`src/rtl/pb_pkg.sv`:
```
package pb_pkg;

  // Lockout controller states: which edge armed the window
  typedef enum logic [1:0] {
    LK_IDLE    = 2'd0,
    LK_PRESS   = 2'd1,
    LK_RELEASE = 2'd2
  } lock_state_t;

  // Width helper that never returns zero
  function automatic int safe_width(input int n);
    return (n > 1) ? $clog2(n) : 1;
  endfunction

endpackage

```
`src/rtl/pb_reset_sync.sv`:
```
module pb_reset_sync (
  input  logic clk,
  input  logic rst_n_in,
  output logic rst_n_out
);

  logic [1:0] stage_q;

  always_ff @(posedge clk or negedge rst_n_in) begin
    if (!rst_n_in) begin
      stage_q <= 2'b00;
    end else begin
      stage_q <= {stage_q[0], 1'b1};
    end
  end

  assign rst_n_out = stage_q[1];

endmodule

```
`src/rtl/pb_sync.sv`:
```
module pb_sync #(
  parameter int STAGES = 2
) (
  input  logic clk,
  input  logic rst_n,
  input  logic d_in,
  output logic d_out
);

  logic [STAGES-1:0] chain_q;
  logic [STAGES-1:0] chain_n;

  always_comb begin
    chain_n = {chain_q[STAGES-2:0], d_in};
  end

  always_ff @(posedge clk or negedge rst_n) begin
    if (!rst_n) begin
      chain_q <= '0;
    end else begin
      chain_q <= chain_n;
    end
  end

  assign d_out = chain_q[STAGES-1];

endmodule

```
`src/rtl/pb_slow_sample.sv`:
```
module pb_slow_sample #(
  parameter int DIV  = 24000,
  parameter int TAPS = 2
) (
  input  logic clk,
  input  logic rst_n,
  input  logic d_in,
  output logic d_out
);

  localparam int DIV_W = pb_pkg::safe_width(DIV);
  localparam logic [DIV_W-1:0] DIV_LAST = DIV_W'(DIV - 1);

  logic [DIV_W-1:0] div_q, div_n;
  logic             tick;
  logic [TAPS-1:0]  samp_q, samp_n;

  always_comb begin
    tick  = (div_q == DIV_LAST);
    div_n = tick ? '0 : div_q + 1'b1;
  end

  always_comb begin
    samp_n = samp_q;
    if (tick) begin
      samp_n = {samp_q[TAPS-2:0], d_in};
    end
  end

  always_ff @(posedge clk or negedge rst_n) begin
    if (!rst_n) begin
      div_q  <= '0;
      samp_q <= '0;
    end else begin
      div_q  <= div_n;
      samp_q <= samp_n;
    end
  end

  assign d_out = samp_q[TAPS-1];

  AST_SLOW_HOLD: assert property (@(posedge clk) disable iff (!rst_n)
    !tick |=> $stable(samp_q));

  AST_DIV_RANGE: assert property (@(posedge clk) disable iff (!rst_n)
    div_q <= DIV_LAST);

endmodule

```
`src/rtl/pb_edge_lock.sv`:
```
module pb_edge_lock
  import pb_pkg::*;
#(
  parameter int LOCK_CYCLES = 480000
) (
  input  logic clk,
  input  logic rst_n,
  input  logic level,
  output logic pulse,
  output logic busy
);

  localparam int LCNT_W = safe_width(LOCK_CYCLES);
  localparam logic [LCNT_W-1:0] LOCK_LAST = LCNT_W'(LOCK_CYCLES - 1);

  logic              lvl_new_q, lvl_old_q;
  logic              rise, fall;
  lock_state_t       state_q, state_n;
  logic [LCNT_W-1:0] lcnt_q, lcnt_n;
  logic              pulse_q, pulse_n;

  // Two-stage differentiator on the conditioned level
  always_ff @(posedge clk or negedge rst_n) begin
    if (!rst_n) begin
      lvl_new_q <= 1'b0;
      lvl_old_q <= 1'b0;
    end else begin
      lvl_new_q <= level;
      lvl_old_q <= lvl_new_q;
    end
  end

  assign rise = lvl_new_q & ~lvl_old_q;
  assign fall = ~lvl_new_q & lvl_old_q;

  // Lockout controller next state
  always_comb begin
    state_n = state_q;
    lcnt_n  = lcnt_q;
    pulse_n = 1'b0;
    unique case (state_q)
      LK_IDLE: begin
        if (rise) begin
          state_n = LK_PRESS;
          lcnt_n  = '0;
          pulse_n = 1'b1;
        end else if (fall) begin
          state_n = LK_RELEASE;
          lcnt_n  = '0;
        end
      end
      LK_PRESS, LK_RELEASE: begin
        if (lcnt_q == LOCK_LAST) begin
          state_n = LK_IDLE;
          lcnt_n  = '0;
        end else begin
          lcnt_n  = lcnt_q + 1'b1;
        end
      end
      default: begin
        state_n = LK_IDLE;
        lcnt_n  = '0;
      end
    endcase
  end

  always_ff @(posedge clk or negedge rst_n) begin
    if (!rst_n) begin
      state_q <= LK_IDLE;
      lcnt_q  <= '0;
      pulse_q <= 1'b0;
    end else begin
      state_q <= state_n;
      lcnt_q  <= lcnt_n;
      pulse_q <= pulse_n;
    end
  end

  assign pulse = pulse_q;
  assign busy  = (state_q != LK_IDLE);

  AST_PULSE_SINGLE: assert property (@(posedge clk) disable iff (!rst_n)
    pulse |=> !pulse);

  AST_PULSE_ARMS_LOCK: assert property (@(posedge clk) disable iff (!rst_n)
    pulse |-> (state_q == LK_PRESS));

  AST_NO_PULSE_IN_LOCK: assert property (@(posedge clk) disable iff (!rst_n)
    busy |=> !pulse);

  AST_LOCK_START_ZERO: assert property (@(posedge clk) disable iff (!rst_n)
    $rose(busy) |-> (lcnt_q == '0));

  AST_LOCK_BOUND: assert property (@(posedge clk) disable iff (!rst_n)
    lcnt_q <= LOCK_LAST);

  AST_RELEASE_SILENT: assert property (@(posedge clk) disable iff (!rst_n)
    (state_q == LK_RELEASE) |-> !pulse);

endmodule

```
`src/rtl/pb_demo_count.sv`:
```
module pb_demo_count #(
  parameter int WIDTH = 8
) (
  input  logic             clk,
  input  logic             rst_n,
  input  logic             en,
  output logic [WIDTH-1:0] count
);

  logic [WIDTH-1:0] cnt_q, cnt_n;

  always_comb begin
    cnt_n = cnt_q;
    if (en) begin
      cnt_n = cnt_q + 1'b1;
    end
  end

  always_ff @(posedge clk or negedge rst_n) begin
    if (!rst_n) begin
      cnt_q <= '0;
    end else begin
      cnt_q <= cnt_n;
    end
  end

  assign count = cnt_q;

  AST_COUNT_STEP: assert property (@(posedge clk) disable iff (!rst_n)
    en |=> (count == WIDTH'($past(count) + 1'b1)));

  AST_COUNT_HOLD: assert property (@(posedge clk) disable iff (!rst_n)
    !en |=> $stable(count));

endmodule

```
`src/rtl/pb_oneshot_top.sv`:
```
module pb_oneshot_top #(
  parameter int LOCK_CYCLES = 480000,
  parameter int COUNT_W     = 8,
  parameter int SYNC_STAGES = 2,
  parameter bit SLOW_EN     = 1'b0,
  parameter int SLOW_DIV    = 24000,
  parameter int SLOW_TAPS   = 2
) (
  input  logic               clk,
  input  logic               rst_n,
  input  logic               btn_raw,
  output logic               press_pulse,
  output logic               lock_busy,
  output logic [COUNT_W-1:0] press_count
);

  logic rst_n_sync;
  logic btn_sync;
  logic btn_cond;
  logic pulse_w;

  pb_reset_sync u_rst (
    .clk       (clk),
    .rst_n_in  (rst_n),
    .rst_n_out (rst_n_sync)
  );

  pb_sync #(.STAGES(SYNC_STAGES)) u_sync (
    .clk   (clk),
    .rst_n (rst_n_sync),
    .d_in  (btn_raw),
    .d_out (btn_sync)
  );

  generate
    if (SLOW_EN) begin : g_slow
      pb_slow_sample #(.DIV(SLOW_DIV), .TAPS(SLOW_TAPS)) u_slow (
        .clk   (clk),
        .rst_n (rst_n_sync),
        .d_in  (btn_sync),
        .d_out (btn_cond)
      );
    end else begin : g_direct
      assign btn_cond = btn_sync;
    end
  endgenerate

  pb_edge_lock #(.LOCK_CYCLES(LOCK_CYCLES)) u_lock (
    .clk   (clk),
    .rst_n (rst_n_sync),
    .level (btn_cond),
    .pulse (pulse_w),
    .busy  (lock_busy)
  );

  pb_demo_count #(.WIDTH(COUNT_W)) u_count (
    .clk   (clk),
    .rst_n (rst_n_sync),
    .en    (pulse_w),
    .count (press_count)
  );

  assign press_pulse = pulse_w;

endmodule

```
`config.mk`:
```
export PLATFORM = sky130hd
export DESIGN_NAME = pb_oneshot_top
export DESIGN_NICKNAME = d
export VERILOG_FILES = /design/src/rtl/pb_pkg.sv /design/src/rtl/pb_reset_sync.sv /design/src/rtl/pb_sync.sv /design/src/rtl/pb_slow_sample.sv /design/src/rtl/pb_edge_lock.sv /design/src/rtl/pb_demo_count.sv /design/src/rtl/pb_oneshot_top.sv
export SDC_FILE = /design/constraint.sdc
export NUM_CORES = 1
export LEC_CHECK = 0
export BUFFER_PORTS_ARGS = -buffer_cell sky130_fd_sc_hd__buf_2
export CORE_MARGIN = 2
export CORE_UTILIZATION = 59
export CTS_BUF_LIST = sky130_fd_sc_hd__clkbuf_16
export DETAILED_ROUTE_END_ITERATION = 6
export HOLD_SLACK_MARGIN = 0.1
export PLACE_DENSITY_LB_ADDON = 0.2
export REMOVE_ABC_BUFFERS = 1
export SETUP_SLACK_MARGIN = 0.05
export SLEW_MARGIN = 20
export SYNTH_ARGS = -nofsm -noshare
export SYNTH_HDL_FRONTEND = slang
export SYNTH_SLANG_ARGS = --single-unit
```
`constraint.sdc`:
```
create_clock -name clk -period 1.5 [get_ports clk]
set_input_delay 0 -clock clk [delete_from_list [all_inputs] [get_ports clk]]
set_output_delay 0 -clock clk [all_outputs]
set_load 0.02 [all_outputs]
```
==> impl_metrics.env, run 1 <==
export IMPL_run_status="finished with violations"
export IMPL_violations="design-rule violations, negative setup slack"
export IMPL_comb_power_share_pct=36.8
export IMPL_antenna_diode_count=0
export IMPL_placementRows=19
export IMPL_timing_critical_path_arrival_ns=1.96
export IMPL_starting_density_of_the_core_pct=63.3
export IMPL_register_area_sq_um=902
export IMPL_route_vias_total=1710
export IMPL_finalCoreUtilization_pct=90.0
export IMPL_distinct_cell_type_count_of_the_synthesized_netlist=41
export IMPL_grtUsageMet1_pct=37.5
export IMPL_power_sequential_fraction_pct=32.5
export IMPL_min_path_type="reg -> async"
export IMPL_buffer_ports_inserted=12
export IMPL_grt_pass1_vias=1715
export IMPL_synth_top_cells_by_area="dfrtp_1 51%, xnor2_1 3.9%, nand2_1 3.8%, a22oi_1 3.4%, o21ai_0 3.1%"
export IMPL_hpwlAfterDp_mm=3.12
export IMPL_wl_per_cell_microns=18.2
export IMPL_placed_cell_area_sq_mm=0.00219
export IMPL_power_ir_vdd_worst_v=0.00101
export IMPL_drive_gt1_share_pct=37.7
export IMPL_cts_buffers_inserted=5
export IMPL_worst_endpoint_required_ns=1.70
export IMPL_cts_num_sinks=36
export IMPL_synth_yosys_warnings=0
export IMPL_insertion_delay_ns=0.28
export IMPL_total_of_max_cap_violations=0
export IMPL_core_area_sq_mm=0.00281
export IMPL_crit_path_start_kind="flip-flop"
export IMPL_netSwitchingFraction_pct=34.5
export IMPL_timing_final_max_slew_violations=0
export IMPL_sequential_area_share_after_synthesis_pct=50.7
export IMPL_total_power_mw=3.76
export IMPL_layout_cell_area_non_filler_sq_mm=0.00252
export IMPL_maximum_number_of_pins_on_one_net_before_global_route_repair=25
export IMPL_dr_first_iter_drc_count=113
export IMPL_routabilityCongestion=0.853
export IMPL_report_final_hold_viol_count=0
export IMPL_synth_top_cell_by_area="dfrtp_1"
export IMPL_grt_met3_usage_pct=7.69
export IMPL_fp_dieW_microns=58.9
export IMPL_power_leakage_nw=1.13
export IMPL_setup_violations=20
export IMPL_grt_first_pass_wirelength_mm=8.07
export IMPL_ys_async_sr_fraction_pct=100
export IMPL_layout_common_cells="46 x buf_4, 35 x dfrtp_1, 18 x nand2_1"
export IMPL_clock_power_share_pct=30.6
export IMPL_layout_area_overhead_vs_synth_pct=42.1
export IMPL_final_setup_tns_ns=-3.58
export IMPL_max_fo_critical_path=7
export IMPL_floorplan_die_area_sq_mm=0.00346
export IMPL_main_flop_type_after_synthesis="dfrtp_1"
export IMPL_setup_repair_after_global_routing_missed_its_margin="yes"
export IMPL_path_clk_slew_ns=0.05
export IMPL_final_critical_path_setup_slack_ns=-0.264
export IMPL_max_clock_path_buffers=2
export IMPL_synthesis_area_per_instance_sq_um=10.3
export IMPL_global_route_overflow_total=0
export IMPL_dr_pass1_iters=7
export IMPL_filler_cell_count=128
export IMPL_timing_final_crit_period_ns=1.76
export IMPL_criticalPathCategory="reg -> reg"
export IMPL_area_used_by_multi_input_combinational_logic_sq_um=910
export IMPL_die_h_microns=58.9
export IMPL_routed_wirelength_mm=4.93
export IMPL_power_density_mw_per_mm2=1490
export IMPL_final_min_period_over_clock_period_pct=118
export IMPL_globalRoute_busiestLayer="met2"
export IMPL_antenna_violating_nets_post_route=0
export IMPL_layout_commonest_cell="buf_4"
export IMPL_route_detailed_drc=2
export IMPL_switching_power_mw=1.30
export IMPL_synthesis_instances=172
export IMPL_tritoncts="built"
export IMPL_number_of_enable_flip_flop_cells_after_synthesis=0
export IMPL_net_count_final=244
export IMPL_critPathCaptureType="flip-flop"
export IMPL_synth_area_sq_mm=0.00178
export IMPL_cts_htree_levels=2
export IMPL_vias_per_cell=6.33
export IMPL_grtUsageTotal_pct=32.1
export IMPL_clock_tree_root="clkbuf_16"
export IMPL_placement_setup_worst_slack_ns=-0.239
export IMPL_intPower_mw=2.47
export IMPL_io_pins=13
export IMPL_timing_clock_skew_ns=0.00183
export IMPL_global_route_usage_met2_pct=53.7
export IMPL_clock_fmax_ghz=0.567
export IMPL_synth_largest_type_area_fraction_pct=50.7
export IMPL_grt_antenna_before_repair=0
export IMPL_postSynthRegisterBits=36
[power groups by stage]
stage | clock network, mW | logic (mW) | registers, mW
3_5_place_dp | 0 | 1.22 | 1.23
2_1_floorplan | 0 | 0.524 | 1.32
5_1_grt | 1.19 | 1.48 | 1.24
3_3_place_gp | 0 | 1.14 | 1.22
6_report | 1.15 | 1.39 | 1.22
4_1_cts | 1.16 | 1.31 | 1.22
[timing repair]
item / in CTS / in global routing
buffers inserted: 5 / 2
cloned: 0 / 0
gates resized for setup: 10 / 14
hold buffers: 3 / 0
endpoints found under the hold margin: 3 / 0
endpoints found under the setup margin: 21 / 21
pin swaps: 9 / 5
[cell usage after synthesis (all sizes together), types with 4 or more instances]
cell / instances
a21oi: 4
a22oi: 9
clkbuf: 4
dfrtp: 36
inv: 6
nand2: 18
nand3: 9
nand4: 6
nor2: 6
o21ai: 12
o31ai: 5
or3: 4
or4: 7
xnor2: 8
[logic make-up (layout without fill, tap and decap cells)]
logic type / count (synthesis) / after routing / share of synthesized area (%)
mux: 1 / 1 / 0.634
compound gates: 45 / 45 / 18.2
xor+xnor: 11 / 11 / 5.43
flops: 36 / 36 / 50.7
simple gates: 64 / 64 / 20.2
fa+ha+maj: 3 / 3 / 2.11
other cells: 1 / 1 / 0.211
buf+inv: 11 / 78 / 2.54
[worst max-delay path, cell delays in order, from the launching register on]
cell and delay [ns]:
dfrtp_1 0.43, xnor2_2 0.20, a2111o_1 0.53, or3_1 0.39, a22oi_2 0.13
[cell type report]
cell class | count | area share, %
tap | 31 | 1.54
clock buffer | 5 | 4.96
sequential | 36 | 35.7
timing repair buffer | 64 | 19.3
multi-input combinational | 125 | 36.0
clock inverter | 3 | 1.54
inverter | 6 | 0.892
[flip-flops by register name, summed over array words and instances, names as in the netlist]
register / cells
u_count.count: 8
u_lock.lvl_old_q: 1
u_rst.stage_q: 2
u_lock.lcnt_q: 19
u_lock.state_q: 2
u_sync.chain_q: 2
u_lock.lvl_new_q: 1
u_lock.pulse: 1
[metrics by stage]
stage                     cells  hold slack [ns]
after floorplan             167           -0.296
final                       270            0.192
after detailed placement    252           -0.213
after CTS                   268            0.200
after global placement      252           -0.214
after global routing        270            0.241
[layer usage]
metal / vias to the layer above / part of all wire, % / routed length, microns
met2: 58 / 53 / 2610
met4: 0 / 3.4 / 167
met1: 857 / 39 / 1900
li1: 779 / - / -
met3: 16 / 5.0 / 247
met5: - / 0 / 0
[worst paths after layout]
check	startpoint	to	slack [ns]	depth (start not counted)
max reg2reg	u_lock.lvl_new_q	u_lock.lcnt_q[18]	-0.26	4
max	u_lock.lvl_new_q	u_lock.lcnt_q[18]	-0.26	4
min	u_rst.stage_q[1]	u_lock.lcnt_q[5]	0.19	0
max in group asynchronous	rst_n	u_rst.stage_q[1]	0.79	3
min in group clk	u_sync.chain_q[1]	u_lock.lvl_new_q	0.35	0
min reg2reg	u_rst.stage_q[1]	u_lock.lcnt_q[5]	0.19	0
No activity file was read; power rests on OpenSTA's default activity.
==> run 2: changes to the inputs <==
Settings changed: ABC_AREA set to 1.
==> run 2 against run 1 <==
Net effect: the flow now finishes without violations; synthesized cell count is 35% higher; first-iteration DRC count is 6.2% lower; clock power hardly changed; clock skew is 0.0020 ns higher; sequential cell count stayed put; fmax is 20% higher; die area is 5.8% higher; count of clock-buffer cells in the layout stayed put; worst hold slack better by 0.077 ns; register-to-register slack better by 0.29 ns; core utilization is 13 points lower; largest power group unchanged; highest routed layer unchanged.
==> impl_metrics.env, run 2 <==
export IMPL_vias_per_cell=5.13
export IMPL_placementRows=20
export IMPL_critical_path_max_stage_delay_ns=0.39
export IMPL_path_clk_slew_ns=0.05
export IMPL_worst_endpoint_required_ns=1.66
export IMPL_grt_pass1_vias=1524
export IMPL_floorplan_die_area_sq_mm=0.00366
export IMPL_timing_rr_start="u_lock.lcnt_q[1]"
export IMPL_grt_first_pass_wirelength_mm=6.65
export IMPL_synthesis_area_per_instance_sq_um=8.13
export IMPL_die_h_microns=60.5
export IMPL_finish_cell_count_without_fillers=312
export IMPL_timing_clock_skew_ns=0.00380
export IMPL_critPathCaptureType="flip-flop"
export IMPL_core_area_sq_mm=0.00305
export IMPL_r2r_slack_ns=0.03
export IMPL_clock_fmax_ghz=0.680
export IMPL_synth_yosys_warnings=0
export IMPL_area_used_by_multi_input_combinational_logic_sq_um=898
export IMPL_timing_critical_path_cells="ha_4 > nand3_4 > nor2_2 > nand3_1 > nand2_4 > nand2_8 > nand2_1 > nor2_1"
export IMPL_criticalPathCategory="reg -> reg"
export IMPL_route_vias_total=1599
export IMPL_placed_cell_area_sq_mm=0.00205
export IMPL_min_path_type="reg -> async"
export IMPL_max_fo_critical_path=7
export IMPL_switching_power_mw=1.39
export IMPL_routed_wirelength_mm=4.26
export IMPL_number_of_enable_flip_flop_cells_after_synthesis=0
export IMPL_power_sequential_fraction_pct=32.2
export IMPL_register_area_sq_um=901
export IMPL_dr_first_iter_drc_count=106
export IMPL_clock_tree_root="clkbuf_16"
export IMPL_total_power_mw=3.77
export IMPL_layout_common_cells="62 x nand2_1, 37 x inv_1, 36 x dfrtp_1"
export IMPL_crit_reg2reg_capture="u_lock.lcnt_q[6]"
export IMPL_synthesis_instances=232
export IMPL_run_status="finished clean"
export IMPL_grt_antenna_before_repair=0
export IMPL_cts_htree_levels=2
export IMPL_main_flop_type_after_synthesis="dfrtp_1"
export IMPL_filler_cell_count=222
export IMPL_tritoncts="built"
export IMPL_route_detailed_drc=0
export IMPL_place_inst=296
export IMPL_layout_commonest_cell="nand2_1"
export IMPL_dr_pass1_iters=4
export IMPL_fp_dieW_microns=60.5
export IMPL_power_leakage_nw=1.17
export IMPL_intPower_mw=2.37
export IMPL_routabilityCongestion=0.881
export IMPL_maximum_number_of_pins_on_one_net_before_global_route_repair=35
export IMPL_post_synth_and_or_nand_nor_area_fraction_pct=32.6
export IMPL_synth_largest_type_area_fraction_pct=47.8
export IMPL_netSwitchingFraction_pct=36.9
export IMPL_report_final_hold_viol_count=0
export IMPL_layout_area_overhead_vs_synth_pct=25.4
export IMPL_clock_power_share_pct=30.4
export IMPL_postSynthRegisterBits=36
export IMPL_setup_violations=0
export IMPL_synth_top_cell_by_area="dfrtp_1"
export IMPL_layout_cell_area_non_filler_sq_mm=0.00236
export IMPL_final_min_period_over_clock_period_pct=98.1
export IMPL_total_of_max_cap_violations=0
export IMPL_timing_critical_path_max_delay_family="simple AND/OR/NAND/NOR gates"
export IMPL_muxShareOfSynthArea_pct=0
export IMPL_power_density_mw_per_mm2=1590
export IMPL_critPathSlowestCell="dfrtp_1"
export IMPL_ys_async_sr_fraction_pct=100
export IMPL_top_register_by_number_of_flip_flops="u_lock.lcnt_q"
export IMPL_sequential_area_share_after_synthesis_pct=47.8
export IMPL_hold_ws_ns=0.270
export IMPL_synth_adder_area_share_pct=1.99
export IMPL_synth_compound_area_share_pct=1.33
export IMPL_hpwlAfterDp_mm=2.54
export IMPL_grtUsageTotal_pct=24.5
export IMPL_r2r_worst_path_cells=8
export IMPL_yosys_top_cells_count="63 x nand2_1, 36 x dfrtp_1, 36 x inv_1"
export IMPL_comb_power_share_pct=37.4
export IMPL_io_pins=13
export IMPL_dominant_combinational_cell_family_by_area_after_synthesis="simple AND/OR/NAND/NOR gates"
export IMPL_worstPathBufferInverterCount=0
export IMPL_synth_xor_area_share_pct=6.97
export IMPL_max_clock_path_buffers=2
export IMPL_synth_top_cells_by_area="dfrtp_1 48%, nand2_1 13%, inv_1 7.2%, xor2_1 7.0%, nor2_1 5.2%"
export IMPL_wl_per_cell_microns=13.6
export IMPL_timing_final_crit_period_ns=1.47
export IMPL_cts_num_sinks=36
export IMPL_drive_gt1_share_pct=24.3
export IMPL_net_count_final=273
export IMPL_starting_density_of_the_core_pct=61.8
export IMPL_power_ir_vdd_worst_v=0.00104
export IMPL_insertion_delay_ns=0.28
export IMPL_buffer_ports_inserted=12
export IMPL_timing_final_max_slew_violations=0
export IMPL_crit_path_start_kind="flip-flop"
export IMPL_synth_area_sq_mm=0.00189
export IMPL_cts_buffers_inserted=5
export IMPL_setup_repair_after_global_routing_missed_its_margin="yes"
export IMPL_yosysMostFrequentCell="nand2_1"
export IMPL_distinct_cell_type_count_of_the_synthesized_netlist=24
export IMPL_largest_register_ffs=19
export IMPL_final_setup_tns_ns=0
export IMPL_timing_critical_path_arrival_ns=1.63
export IMPL_antenna_diode_count=0
export IMPL_global_route_overflow_total=0
export IMPL_antenna_violating_nets_post_route=0
==> run 2: power groups by stage <==
stage	Sequential, mW	Combinational, mW	Clock, mW
finish	1.21	1.41	1.15
detailed placement	1.22	1.07	0
global route	1.23	1.52	1.20
global placement	1.21	1.02	0
CTS	1.20	1.28	1.16
floorplan	1.29	0.605	0
==> run 2: kinds of logic (layout without fill, tap and decap cells) <==
| logic type | count (synthesis) | count (layout) |
|---|---|---|
| DFF | 36 | 36 |
| other | 1 | 1 |
| adders and majority gates | 3 | 3 |
| xor gates and xnor gates | 15 | 15 |
| AOI/OAI and AO/OA | 5 | 5 |
| and+or+nand+nor | 132 | 133 |
| buffers and inverters | 40 | 75 |
==> run 2: worst max-delay path by stage <==
stage / start / end / slack [ns] / cells past startpoint
2_1_floorplan: u_lock.state_q[0] / u_lock.lcnt_q[8] / 0.05 / 7
4_1_cts: u_lock.lcnt_q[0] / u_lock.lcnt_q[10] / 0.06 / 8
6_report: u_lock.lcnt_q[1] / u_lock.lcnt_q[6] / 0.03 / 8
5_1_grt: u_lock.lcnt_q[3] / u_lock.lcnt_q[9] / -0.03 / 7
3_3_place_gp: u_lock.lcnt_q[1] / u_lock.lcnt_q[10] / -0.01 / 8
3_5_place_dp: u_lock.lcnt_q[1] / u_lock.lcnt_q[10] / -0.04 / 8
==> run 2: stage by stage <==
stage	util [%]	setup WS (ns)
final	77.5	0.0285
after global routing	77.5	-0.0306
after CTS	75.0	0.0647
after detailed placement	67.1	-0.0389
after global placement	67.1	-0.0133
after floorplan	-	0.0459
==> run 2: final cells by class <==
class / instances / area share [%]
Clock inverter: 3 / 1.64
Tap cell: 44 / 2.33
Multi-Input combinational cell: 157 / 38.0
Clock buffer: 5 / 5.29
Timing Repair inverter: 1 / 0.370
Inverter: 38 / 6.35
Timing Repair Buffer: 28 / 7.94
Sequential cell: 36 / 38.1
==> run 2: what timing repair did <==
| item | CTS | global route |
|---|---|---|
| gates cloned | 1 | 1 |
| buffers inserted | 2 | 1 |
| resized for setup | 6 | 13 |
| pin swaps | 2 | 5 |
| hold buffers | 3 | 0 |
| setup endpoints to repair | 13 | 19 |
| endpoints found under the hold margin | 3 | 0 |
==> run 2: routing by layer <==
layer	track usage, %	part of all wire [%]	vias up
met5	0	0	-
li1	-	-	774
met4	6.21	1.6	0
met3	6.18	4.9	11
met2	41.9	50	53
met1	31.3	44	761
